**src/rtl/rn_pkg.sv**
```systemverilog
package rn_pkg;
  localparam int unsigned RN_NUM_AREG = 8;
  localparam int unsigned RN_NUM_PHYS = 32;
  localparam int unsigned RN_NUM_SNAP = 4;
  localparam int unsigned RN_CMT_W    = 2;

  function automatic logic [1:0] rn_pop2(input logic [1:0] b);
    return {1'b0, b[0]} + {1'b0, b[1]};
  endfunction
endpackage

```
**src/rtl/rn_snap_ctl.sv**
```systemverilog
module rn_snap_ctl #(
  parameter int unsigned NUM_SNAP = 4,
  localparam int unsigned SW = $clog2(NUM_SNAP),
  localparam int unsigned CW = SW + 1
) (
  input  logic          clk_i,
  input  logic          rst_ni,
  input  logic          take_i,
  input  logic          rel_i,
  input  logic          restore_i,
  input  logic [SW-1:0] restore_tag_i,
  output logic [SW-1:0] tag_o,
  output logic          full_o
);
  logic [SW-1:0] old_q;
  logic [CW-1:0] cnt_q;
  logic          dec;

  assign tag_o  = old_q + cnt_q[SW-1:0];
  assign full_o = (cnt_q == CW'(NUM_SNAP));
  assign dec    = rel_i && (cnt_q != '0);

  always_ff @(posedge clk_i or negedge rst_ni) begin
    if (!rst_ni) begin
      old_q <= '0;
      cnt_q <= '0;
    end else if (restore_i) begin
      // keep everything older than the restored tag
      cnt_q <= CW'(SW'(restore_tag_i - old_q));
    end else begin
      if (dec) old_q <= old_q + 1'b1;
      cnt_q <= cnt_q + CW'(take_i) - CW'(dec);
    end
  end
endmodule

```
**src/rtl/rn_map_table.sv**
```systemverilog
module rn_map_table #(
  parameter int unsigned NUM_AREG = 8,
  parameter int unsigned NUM_PHYS = 32,
  parameter int unsigned NUM_SNAP = 4,
  parameter int unsigned NUM_RD   = 6,
  localparam int unsigned AW = $clog2(NUM_AREG),
  localparam int unsigned PW = $clog2(NUM_PHYS),
  localparam int unsigned SW = $clog2(NUM_SNAP)
) (
  input  logic                       clk_i,
  input  logic                       rst_ni,
  input  logic [NUM_RD-1:0][AW-1:0]  rd_areg_i,
  output logic [NUM_RD-1:0][PW-1:0]  rd_preg_o,
  input  logic [1:0]                 wr_en_i,
  input  logic [1:0][AW-1:0]         wr_areg_i,
  input  logic [1:0][PW-1:0]         wr_preg_i,
  input  logic                       snap_take_i,
  input  logic [SW-1:0]              snap_tag_i,
  input  logic                       restore_i,
  input  logic [SW-1:0]              restore_tag_i
);
  logic [PW-1:0] map_q  [NUM_AREG];
  logic [PW-1:0] map_d  [NUM_AREG];
  logic [PW-1:0] snap_q [NUM_SNAP][NUM_AREG];

  for (genvar r = 0; r < NUM_RD; r++) begin : g_rd
    assign rd_preg_o[r] = map_q[rd_areg_i[r]];
  end

  // slot 1 applied last so it wins on equal destinations
  always_comb begin
    map_d = map_q;
    for (int s = 0; s < 2; s++) begin
      if (wr_en_i[s]) map_d[wr_areg_i[s]] = wr_preg_i[s];
    end
  end

  always_ff @(posedge clk_i or negedge rst_ni) begin
    if (!rst_ni) begin
      for (int i = 0; i < NUM_AREG; i++) begin
        map_q[i] <= PW'(i);
        for (int k = 0; k < NUM_SNAP; k++) snap_q[k][i] <= PW'(i);
      end
    end else begin
      if (restore_i) map_q <= snap_q[restore_tag_i];
      else           map_q <= map_d;
      if (snap_take_i) snap_q[snap_tag_i] <= map_d;
    end
  end
endmodule

```
**src/rtl/rn_free_list.sv**
```systemverilog
module rn_free_list
  import rn_pkg::*;
#(
  parameter int unsigned NUM_AREG = 8,
  parameter int unsigned NUM_PHYS = 32,
  parameter int unsigned NUM_SNAP = 4,
  parameter int unsigned CMT_W    = 2,
  localparam int unsigned PW    = $clog2(NUM_PHYS),
  localparam int unsigned CW    = PW + 1,
  localparam int unsigned SW    = $clog2(NUM_SNAP),
  localparam int unsigned NFREE = NUM_PHYS - NUM_AREG
) (
  input  logic                       clk_i,
  input  logic                       rst_ni,
  input  logic                       lead_i,
  input  logic [1:0]                 alloc_i,
  output logic [1:0][PW-1:0]         preg_o,
  output logic [CW-1:0]              free_cnt_o,
  input  logic [CMT_W-1:0]           ret_vld_i,
  input  logic [CMT_W-1:0][PW-1:0]   ret_preg_i,
  input  logic                       snap_take_i,
  input  logic [SW-1:0]              snap_tag_i,
  input  logic                       restore_i,
  input  logic [SW-1:0]              restore_tag_i
);
  logic [PW-1:0] fifo_q [NUM_PHYS];
  logic [CW-1:0] head_q, tail_q, head_d, idx1;
  logic [CW-1:0] snap_head_q [NUM_SNAP];
  logic [CW-1:0] wr_ptr [CMT_W];
  logic [CW-1:0] ret_num;

  assign idx1       = head_q + CW'(lead_i);
  assign preg_o[0]  = fifo_q[head_q[PW-1:0]];
  assign preg_o[1]  = fifo_q[idx1[PW-1:0]];
  assign free_cnt_o = tail_q - head_q;
  assign head_d     = restore_i ? snap_head_q[restore_tag_i]
                                : head_q + CW'(rn_pop2(alloc_i));

  always_comb begin
    ret_num = '0;
    for (int k = 0; k < CMT_W; k++) begin
      wr_ptr[k] = tail_q + ret_num;
      ret_num   = ret_num + CW'(ret_vld_i[k]);
    end
  end

  always_ff @(posedge clk_i or negedge rst_ni) begin
    if (!rst_ni) begin
      head_q <= '0;
      tail_q <= CW'(NFREE);
      for (int i = 0; i < NUM_PHYS; i++)
        fifo_q[i] <= (i < NFREE) ? PW'(i + NUM_AREG) : '0;
      for (int k = 0; k < NUM_SNAP; k++) snap_head_q[k] <= '0;
    end else begin
      head_q <= head_d;
      tail_q <= tail_q + ret_num;
      for (int k = 0; k < CMT_W; k++)
        if (ret_vld_i[k]) fifo_q[wr_ptr[k][PW-1:0]] <= ret_preg_i[k];
      if (snap_take_i) snap_head_q[snap_tag_i] <= head_d;
    end
  end
endmodule

```
**src/rtl/rename_unit.sv**
```systemverilog
module rename_unit
  import rn_pkg::*;
#(
  parameter int unsigned NUM_AREG = RN_NUM_AREG,
  parameter int unsigned NUM_PHYS = RN_NUM_PHYS,
  parameter int unsigned NUM_SNAP = RN_NUM_SNAP,
  parameter int unsigned CMT_W    = RN_CMT_W,
  localparam int unsigned AW = $clog2(NUM_AREG),
  localparam int unsigned PW = $clog2(NUM_PHYS),
  localparam int unsigned SW = $clog2(NUM_SNAP),
  localparam int unsigned CW = PW + 1
) (
  input  logic                  clk_i,
  input  logic                  rst_ni,
  input  logic [1:0]            in_vld_i,
  input  logic [1:0]            in_wr_i,
  input  logic [2*AW-1:0]       in_dst_i,
  input  logic [2*AW-1:0]       in_src1_i,
  input  logic [2*AW-1:0]       in_src2_i,
  output logic                  ready_o,
  output logic [2*PW-1:0]       out_psrc1_o,
  output logic [2*PW-1:0]       out_psrc2_o,
  output logic [2*PW-1:0]       out_pdst_o,
  output logic [2*PW-1:0]       out_pold_o,
  input  logic [CMT_W-1:0]      cmt_vld_i,
  input  logic [CMT_W*PW-1:0]   cmt_preg_i,
  input  logic                  ckpt_req_i,
  output logic [SW-1:0]         ckpt_tag_o,
  input  logic                  ckpt_rel_i,
  input  logic                  flush_i,
  input  logic [SW-1:0]         flush_tag_i
);
  logic [1:0][AW-1:0]       dst, src1, src2;
  logic [1:0]               has_dst, alloc;
  logic [1:0]               need;
  logic [CW-1:0]            free_cnt;
  logic                     snap_full, fire, snap_take;
  logic [SW-1:0]            snap_tag;
  logic [1:0][PW-1:0]       new_p;
  logic [5:0][AW-1:0]       rd_areg;
  logic [5:0][PW-1:0]       rd_preg;
  logic [1:0][PW-1:0]       psrc1, psrc2, pdst, pold;
  logic [CMT_W-1:0][PW-1:0] ret_preg;
  logic                     byp_s1, byp_s2, byp_dst;

  assign dst      = in_dst_i;
  assign src1     = in_src1_i;
  assign src2     = in_src2_i;
  assign ret_preg = cmt_preg_i;

  assign has_dst   = in_vld_i & in_wr_i;
  assign need      = rn_pop2(has_dst);
  assign ready_o   = !flush_i && (free_cnt >= CW'(need)) && !(ckpt_req_i && snap_full);
  assign fire      = ready_o && (in_vld_i != '0);
  assign alloc     = fire ? has_dst : 2'b00;
  assign snap_take = fire && ckpt_req_i;

  // read ports: per slot src1, src2, previous destination
  assign rd_areg = {dst[1], src2[1], src1[1], dst[0], src2[0], src1[0]};

  rn_map_table #(
    .NUM_AREG(NUM_AREG), .NUM_PHYS(NUM_PHYS), .NUM_SNAP(NUM_SNAP), .NUM_RD(6)
  ) i_map (
    .clk_i        (clk_i),
    .rst_ni       (rst_ni),
    .rd_areg_i    (rd_areg),
    .rd_preg_o    (rd_preg),
    .wr_en_i      (alloc),
    .wr_areg_i    (dst),
    .wr_preg_i    (new_p),
    .snap_take_i  (snap_take),
    .snap_tag_i   (snap_tag),
    .restore_i    (flush_i),
    .restore_tag_i(flush_tag_i)
  );

  rn_free_list #(
    .NUM_AREG(NUM_AREG), .NUM_PHYS(NUM_PHYS), .NUM_SNAP(NUM_SNAP), .CMT_W(CMT_W)
  ) i_free (
    .clk_i        (clk_i),
    .rst_ni       (rst_ni),
    .lead_i       (has_dst[0]),
    .alloc_i      (alloc),
    .preg_o       (new_p),
    .free_cnt_o   (free_cnt),
    .ret_vld_i    (cmt_vld_i),
    .ret_preg_i   (ret_preg),
    .snap_take_i  (snap_take),
    .snap_tag_i   (snap_tag),
    .restore_i    (flush_i),
    .restore_tag_i(flush_tag_i)
  );

  rn_snap_ctl #(.NUM_SNAP(NUM_SNAP)) i_snap (
    .clk_i        (clk_i),
    .rst_ni       (rst_ni),
    .take_i       (snap_take),
    .rel_i        (ckpt_rel_i),
    .restore_i    (flush_i),
    .restore_tag_i(flush_tag_i),
    .tag_o        (snap_tag),
    .full_o       (snap_full)
  );

  // in-group dependence: slot 1 sees slot 0's new register
  assign byp_s1  = has_dst[0] && (src1[1] == dst[0]);
  assign byp_s2  = has_dst[0] && (src2[1] == dst[0]);
  assign byp_dst = has_dst[0] && (dst[1]  == dst[0]);

  always_comb begin
    psrc1[0] = rd_preg[0];
    psrc2[0] = rd_preg[1];
    pold[0]  = has_dst[0] ? rd_preg[2] : '0;
    psrc1[1] = byp_s1 ? new_p[0] : rd_preg[3];
    psrc2[1] = byp_s2 ? new_p[0] : rd_preg[4];
    pold[1]  = !has_dst[1] ? '0 : (byp_dst ? new_p[0] : rd_preg[5]);
    for (int s = 0; s < 2; s++) pdst[s] = has_dst[s] ? new_p[s] : '0;
  end

  assign out_psrc1_o = psrc1;
  assign out_psrc2_o = psrc2;
  assign out_pdst_o  = pdst;
  assign out_pold_o  = pold;
  assign ckpt_tag_o  = snap_tag;
endmodule

```
**config.mk**
```make
export PLATFORM = sky130hd
export DESIGN_NAME = rename_unit
export DESIGN_NICKNAME = d
export VERILOG_FILES = /design/src/rtl/rn_pkg.sv /design/src/rtl/rn_snap_ctl.sv /design/src/rtl/rn_map_table.sv /design/src/rtl/rn_free_list.sv /design/src/rtl/rename_unit.sv
export SDC_FILE = /design/constraint.sdc
export NUM_CORES = 1
export LEC_CHECK = 0
export ABC_AREA = 0
export BUFFER_PORTS_ARGS = -buffer_cell sky130_fd_sc_hd__buf_2
export CAP_MARGIN = 20
export CORE_UTILIZATION = 50
export DETAILED_ROUTE_END_ITERATION = 12
export HOLD_SLACK_MARGIN = 0.06
export MAX_ROUTING_LAYER = met4
export PLACE_DENSITY_LB_ADDON = 0.1
export SLEW_MARGIN = 5
export SYNTH_ARGS = -nofsm -noshare
export SYNTH_HDL_FRONTEND = slang
export SYNTH_SLANG_ARGS = --single-unit
```
**constraint.sdc**
```tcl
create_clock -name clk_i -period 5 [get_ports clk_i]
set_input_delay 1 -clock clk_i [delete_from_list [all_inputs] [get_ports clk_i]]
set_output_delay 1 -clock clk_i [all_outputs]
set_load 0.1 [all_outputs]
```
; ---- Yosys cells after proc, flatten, opt, wreduce, memory -nomap -nowiden
; Index checks and enable logic that the tools add are counted.
[totals]
register_bits = 401
inputBits = 41
output_inout_bits = 43
wordCells = 211
[classes]
n_addsub = 13
n_lt_le_gt_ge = 18
eq_ne = 4
n_mux = 63
bitwise_logic = 14
n_reduce_logical = 19
[op_table]
columns = operator, n
row1 = $bwmux 160, 3
row2 = $mux 160, 2
row3 = $mux 40, 6
row4 = $mux 5, 27
row5 = $bmux 5 s3, 6
row6 = $bmux 40 s2, 1
row7 = $bwmux 40, 2
row8 = $demux 40 s2, 1
row9 = $bmux 5 s5, 2
row10 = $demux 5 s5, 2
row11 = $demux 5 s3, 2
row12 = $bwmux 24, 1
row13 = $ge 4x4->1 const B, 6
row14 = $ge 6x6->1 const B, 4
row15 = $mux 6, 4
row16 = $not 3->4, 6
row17 = $not 5->6, 4
row18 = $logic_and 1x1->1, 14
row19 = $add 6x2->6, 2
row20 = $bmux 6 s2, 1
row21 = $demux 6 s2, 1
row22 = $lt 6x1->1 const B, 2
row23 = $add 5x1->5, 2
row24 = $eq 3x3->1, 3
row25 = other kinds (21), 27

; ---- Longest topological paths before layout
[logic_depth]
depth_word = 11
mapped_depth = 22

; ---- Hierarchy
; A second synthesis with hierarchy kept.
[hier_totals]
cells_unflattened = 2373
area_unflattened_um2 = 26357.8
[modules_own_cells]
columns = module, n_inst, cells_per_inst, area_each_um2, seq_area_each_um2
row1 = rn_free_list, 1, 1094, 13117.6, 4992.3
row2 = rn_map_table, 1, 1175, 12315.6, 5079.9
row3 = rename_unit, 1, 72, 574.3, 0.0
row4 = rn_snap_ctl, 1, 32, 350.3, 125.1

; ---- Least setup slack after synthesis
; No wires, ideal clock.
[synth_timing]
path_type = in2out
from = in in_dst_i[3]
to = out out_pold_o[5]
arrival_ns = 5.066
t_required_ns = 4.000
slack_ns = -1.066
stages = 6
n_path_buf = 2
cell_sequence = clkbuf_1 > clkbuf_1 > xor2_1 > nor4_1 > a211oi_1 > a211oi_1
[synth_via]
elab_chain_cells = 6
word_cells_on_any_way = 8
[synth_lines]
columns = element, line_no
row1 = start: declaration, rename_unit.sv:17  ; input logic [2*AW-1:0] in_dst_i,
row2 = $not 3->4 (implied by the code), rn_map_table.sv:27  ; assign rd_preg_o[r] = map_q[rd_areg_i[r]];
row3 = $bmux 5 s3, rn_map_table.sv:27
row4 = $mux 5 (implied by the code) (2 in series), rn_map_table.sv:27
row5 = $mux 5 * (2 in series), rename_unit.sv:116  ; pold[1] = !has_dst[1] ? '0 : (byp_dst ? new_p[0] : rd_preg[5]);
row6 = end: declaration, rename_unit.sv:24  ; output logic [2*PW-1:0] out_pold_o,
; Mark *: on every way between the ends. The rest lies on a longest branch, timed or not. The select of a mux whose other input is x is not followed.

; ---- Worst setup path after layout
[layout_timing]
from = in in_vld_i[0]
to = out out_pdst_o[5]
[layout_via]
elab_chain_cells = 7
[layout_lines]
columns = element, line_no
row1 = start: declaration, rename_unit.sv:15  ; input logic [1:0] in_vld_i,
row2 = $and 2x2->2, rename_unit.sv:51  ; assign has_dst = in_vld_i & in_wr_i;
row3 = $add 5x1->5, rn_free_list.sv:32  ; assign idx1 = head_q + CW'(lead_i);
row4 = $not 5->6 (implied by the code), rn_free_list.sv:34  ; assign preg_o[1] = fifo_q[idx1[PW-1:0]];
row5 = $bmux 5 s5, rn_free_list.sv:34
row6 = $mux 5 (implied by the code) (2 in series), rn_free_list.sv:34
row7 = $mux 5, rename_unit.sv:117  ; for (int s = 0; s < 2; s++) pdst[s] = has_dst[s] ? new_p[s] : '0;
row8 = end: declaration, rename_unit.sv:23  ; output logic [2*PW-1:0] out_pdst_o,
; Every way passes these cells. The select of a mux whose other input is x is not followed.

==> Flow_metrics.wiki <==
{| class="wikitable"
! Metric !! Value
|-
| Status || complete, no violations
|-
| TritonCTS clock tree || built
|-
| Critical-path top delay cell || sky130_fd_sc_hd__ha_1
|-
| Measured slew at the worst slew-check pin || 1.056 ns
|-
| Synth Net Count || 2480
|-
| Minimum clock period || 4.917 ns
|-
| RSZ-0062 raised after global routing || no
|-
| Net switching power || 9133 µW
|-
| Die width || 227.8 µm
|-
| Dpl hpwl || 55.96 mm
|-
| H-tree depth || 2
|-
| Critical Path Max Stage Delay || 0.33 ns
|-
| Number of global-route vias before repair || 20100
|-
| Number of optimization iterations in the first detailed-route pass || 6
|-
| Clk root buf || sky130_fd_sc_hd__clkbuf_16
|-
| Register bit count reported by yosys || between 400 and 500
|-
| Number of antenna violations at the first check in global routing || 0
|-
| Source-to-sink clock delay at the later pin of the worst-skew pair || roughly 0.59 ns
|-
| Overall die height || 227.8 µm
|-
| DR vias/cell || 6.409
|-
| Share of Yosys cell area claimed by the top area cell type || 0.2660
|-
| Antenna Diode Count || 0
|-
| Synthesized cell area || 0.02549 mm²
|-
| Buffers & Inverters on Critical Path || 5
|-
| Hold violation total from the final report || 0
|-
| Met3 wirelength from detailed routing || between 4 and 5 mm
|-
| Internal power || 11200 µW
|-
| DRT met1 WL || 33.26 mm
|-
| Area of the core || 0.05027 mm²
|-
| Final Max Slew Viols || 0
|-
| Final Routed Wirelength || 81.16 mm
|-
| Net count of the finished layout || approximately 2500
|-
| TritonCTS sink count || 401
|-
| Power density over the cells || 716.5 mW/mm²
|-
| Die outline area || 0.05189 mm²
|-
| Post-Syn Instances || 2417
|-
| Cell with the most instances after synthesis || sky130_fd_sc_hd__nor2_1
|-
| Post-detailed-route wirelength per cell || roughly 26 µm
|-
| I/O pins || between 80 and 90
|-
| Highest clock rate || just over 200 MHz
|-
| Total number of placement rows || 82
|-
| CP Data Required Time || around 4.0 ns
|-
| Setup violations, final || 0
|-
| Dominant delay contributor by cell family on the critical path || buffers and inverters
|-
| Synth cell types || just under 60
|-
| Uppermost signal routing layer after detailed routing || met4
|-
| Maximum root-to-sink buffer count || 3
|-
| Leading post-synthesis cells by instance count || sky130_fd_sc_hd__nor2_1, sky130_fd_sc_hd__dfrtp_1, sky130_fd_sc_hd__nand2_1
|-
| Top FF cell, synth || sky130_fd_sc_hd__dfrtp_1
|-
| Proportion of layout cells with a drive suffix above 1 || 0.3122
|-
| Clock Skews || 0.01897 ns
|-
| Sequential fraction of the synthesis area || 0.4000
|-
| Path type of the worst min-delay path || input port to asynchronous set/reset pin
|-
| Endpoint class of the critical path || output pin
|-
| Fillcell total || 4336
|-
| Top post-synthesis cells by area || sky130_fd_sc_hd__dfrtp_1, sky130_fd_sc_hd__mux4_2, sky130_fd_sc_hd__dfstp_2, sky130_fd_sc_hd__mux2_2, sky130_fd_sc_hd__mux2i_1
|-
| Vias after detailed routing || 20160
|-
| Cell accounting for the most synthesized area || sky130_fd_sc_hd__dfrtp_1
|-
| Proportion of power drawn by flip-flops and latches || 0.322
|-
| Maximum capacitance violations || 0
|-
| Number of nets with antenna violations after routing || 0
|-
| Remaining routing DRC violations || 0
|-
| Combinational group share of total power || 0.509
|-
| Post-cts hold buffer count || 0
|-
| Worst-path clk slew || 0.05 ns
|-
| Ordered list of cells on the worst path || buf_2 -> nand2_1 -> inv_1 -> ha_2 -> ha_1 -> xor2_4 -> buf_4 -> mux2i_1 -> nor3_1 -> a2111oi_4 -> buf_4 -> nor2_2 -> buf_2
|-
| RePlAce Congestion || 0.9730
|-
| Yosys warns || 0
|-
| Share of flip-flops with an asynchronous set or reset || 1.000
|-
| Count of non-filler cells in the finished layout || 3145
|-
| Synthesized area per cell || 10.55 µm²
|-
| Worst slew margin relative to its limit || 0.2931
|-
| Layout overhead on the synthesized area || 11.33%
|-
| Number of design-rule violations left by the first detailed-router iteration || approximately 1900
|-
| Sort of element at the start of the critical path || input port
|-
| EDFF count, synth || 0
|-
| Largest net degree at the start of global routing || 109
|-
| Max VDD drop || between 0.3 and 0.4 mV
|-
| Placed instance count || 3057
|-
| Critical path peak fanout || 10
|-
| Switching power as a share of total power || 0.4491
|-
| TritonCTS Buffers || 46
|-
| Total global routing track utilization || 0.3258
|-
| Overall power after layout || 20340 µW
|-
| Number of port buffers || 83
|-
| Initial core utilization || 0.5071
|-
| Clock share of power || 0.169
|-
| Data arrival, critical path || 3.92 ns
|-
| Total grt overflow || 0
|-
| Final clock period utilization by the worst path || 0.9833
|-
| Met2 wire length || 39.80 mm
|-
| Total leakage power || about 0.011 µW
|-
| Critical setup path kind || input port to output pin
|-
| Wire length of the first global-routing pass || 125.7 mm
|}
-- cells by family (layout without fill, tap and decap cells) --
family                     after synthesis  in the layout  synth area share
and+or+nand+nor                        685            685            0.1140
buffers and inverters                  219            275           0.03504
DFF                                    401            401            0.4000
muxes                                  499            499            0.2880
adders and majority gates               22             22           0.01198
xor gates and xnor gates                30             30           0.01031
AOI/OAI and AO/OA                      561            561            0.1407
-- cells in the final DEF, fill, tap and decap left out, types with 27 or more instances in the layout --
cell type / instances
sky130_fd_sc_hd__nor2_1: 286
sky130_fd_sc_hd__buf_2: 80
sky130_fd_sc_hd__dfrtp_1: 270
sky130_fd_sc_hd__nor3_1: 38
sky130_fd_sc_hd__nand3_1: 27
sky130_fd_sc_hd__dfstp_2: 130
sky130_fd_sc_hd__a211oi_1: 58
sky130_fd_sc_hd__o21ai_0: 157
sky130_fd_sc_hd__nand2_1: 241
sky130_fd_sc_hd__mux2i_1: 153
sky130_fd_sc_hd__mux2_2: 176
sky130_fd_sc_hd__a21oi_1: 204
sky130_fd_sc_hd__clkbuf_16: 46
sky130_fd_sc_hd__buf_4: 66
sky130_fd_sc_hd__mux4_2: 170
-- per-layer routing --
layer	track usage	vias to the layer above
met5	-	-
met4	0.1320	0
met3	0.04150	198
met2	0.5251	833
met1	0.4179	10180
li1	-	8950
-- power groups by stage --
stage | sequential, µW | clock (µW) | combinational, µW
floorplan | 5760 | 0 | 7670
global placement | 6510 | 0 | 9940
detailed placement | 6540 | 0 | 10200
CTS | 6500 | 3490 | 10200
global route | 6680 | 3630 | 11000
finish | 6550 | 3430 | 10400
-- area by class of cell --
type,instances,area (µm²),share of cell area
Multi-Input combinational cell,1797,14560,0.5128
Sequential cell,401,10200,0.3593
Clock buffer,69,1348,0.04748
Timing Repair Buffer,158,1130,0.03981
Tap cell,672,840.8,0.02962
Clock inverter,17,193.9,0.006833
Inverter,31,116.4,0.004100
-- worst register-to-register path: cells and delay by family, from the launching register on --
family          cells  cell delay, ns
buf+inv             2            1.00
fa+ha+maj           3            1.17
flops               1            0.54
mux                 1            0.27
simple gates        2            0.52
compound gates      3            0.68
-- worst paths after layout --
| path | startpoint | endpoint | slack [ns] | cells past startpoint |
|---|---|---|---|---|
| worst min-delay path | rst_ni | i_map.snap_q[96] | 0.45 | 1 |
| worst max-delay path | in_vld_i[0] | out_pdst_o[5] | 0.08 | 13 |
| min in group clk_i | i_map.snap_q[140] | i_map.snap_q[140] | 0.46 | 2 |
| worst min register to register | i_map.snap_q[140] | i_map.snap_q[140] | 0.46 | 2 |
| worst max register to register | i_free.head_q[4] | i_snap.cnt_q[1] | 0.69 | 11 |
| max in group asynchronous | rst_ni | i_free.fifo_q[89] | 3.41 | 2 |
-- flip-flops by register name (all words and copies together) (netlist names) --
register / flops
i_map.snap_q: 160
i_map.map_q: 40
i_free.snap_head_q: 24
i_snap.cnt_q: 3
i_free.fifo_q: 160
i_free.head_q: 6
i_snap.old_q: 2
i_free.tail_q: 6
-- per-stage QoR --
step / hold slack [ns] / area [µm²] / util / worst slack, ns / TNS (ns)
after floorplan: 0.4433 / 25550 / - / -0.03976 / -0.3976
after global placement: 0.4505 / 26790 / 0.5329 / 0.1270 / 0
after detailed placement: 0.4567 / 26790 / 0.5329 / 0.06981 / 0
after CTS: 0.4655 / 28330 / 0.5636 / 0.06580 / 0
after global routing: 0.4833 / 28380 / 0.5646 / 0.03102 / 0
final: 0.4519 / 28380 / 0.5646 / 0.08349 / 0
-- timing repair --
| item | in CTS | in global routing |
|---|---|---|
| setup buffers | 0 | 1 |
| resized for setup | 0 | 2 |
| endpoints found under the setup margin | 0 | 5 |
Note: power is estimated with default switching activity, not from simulation.
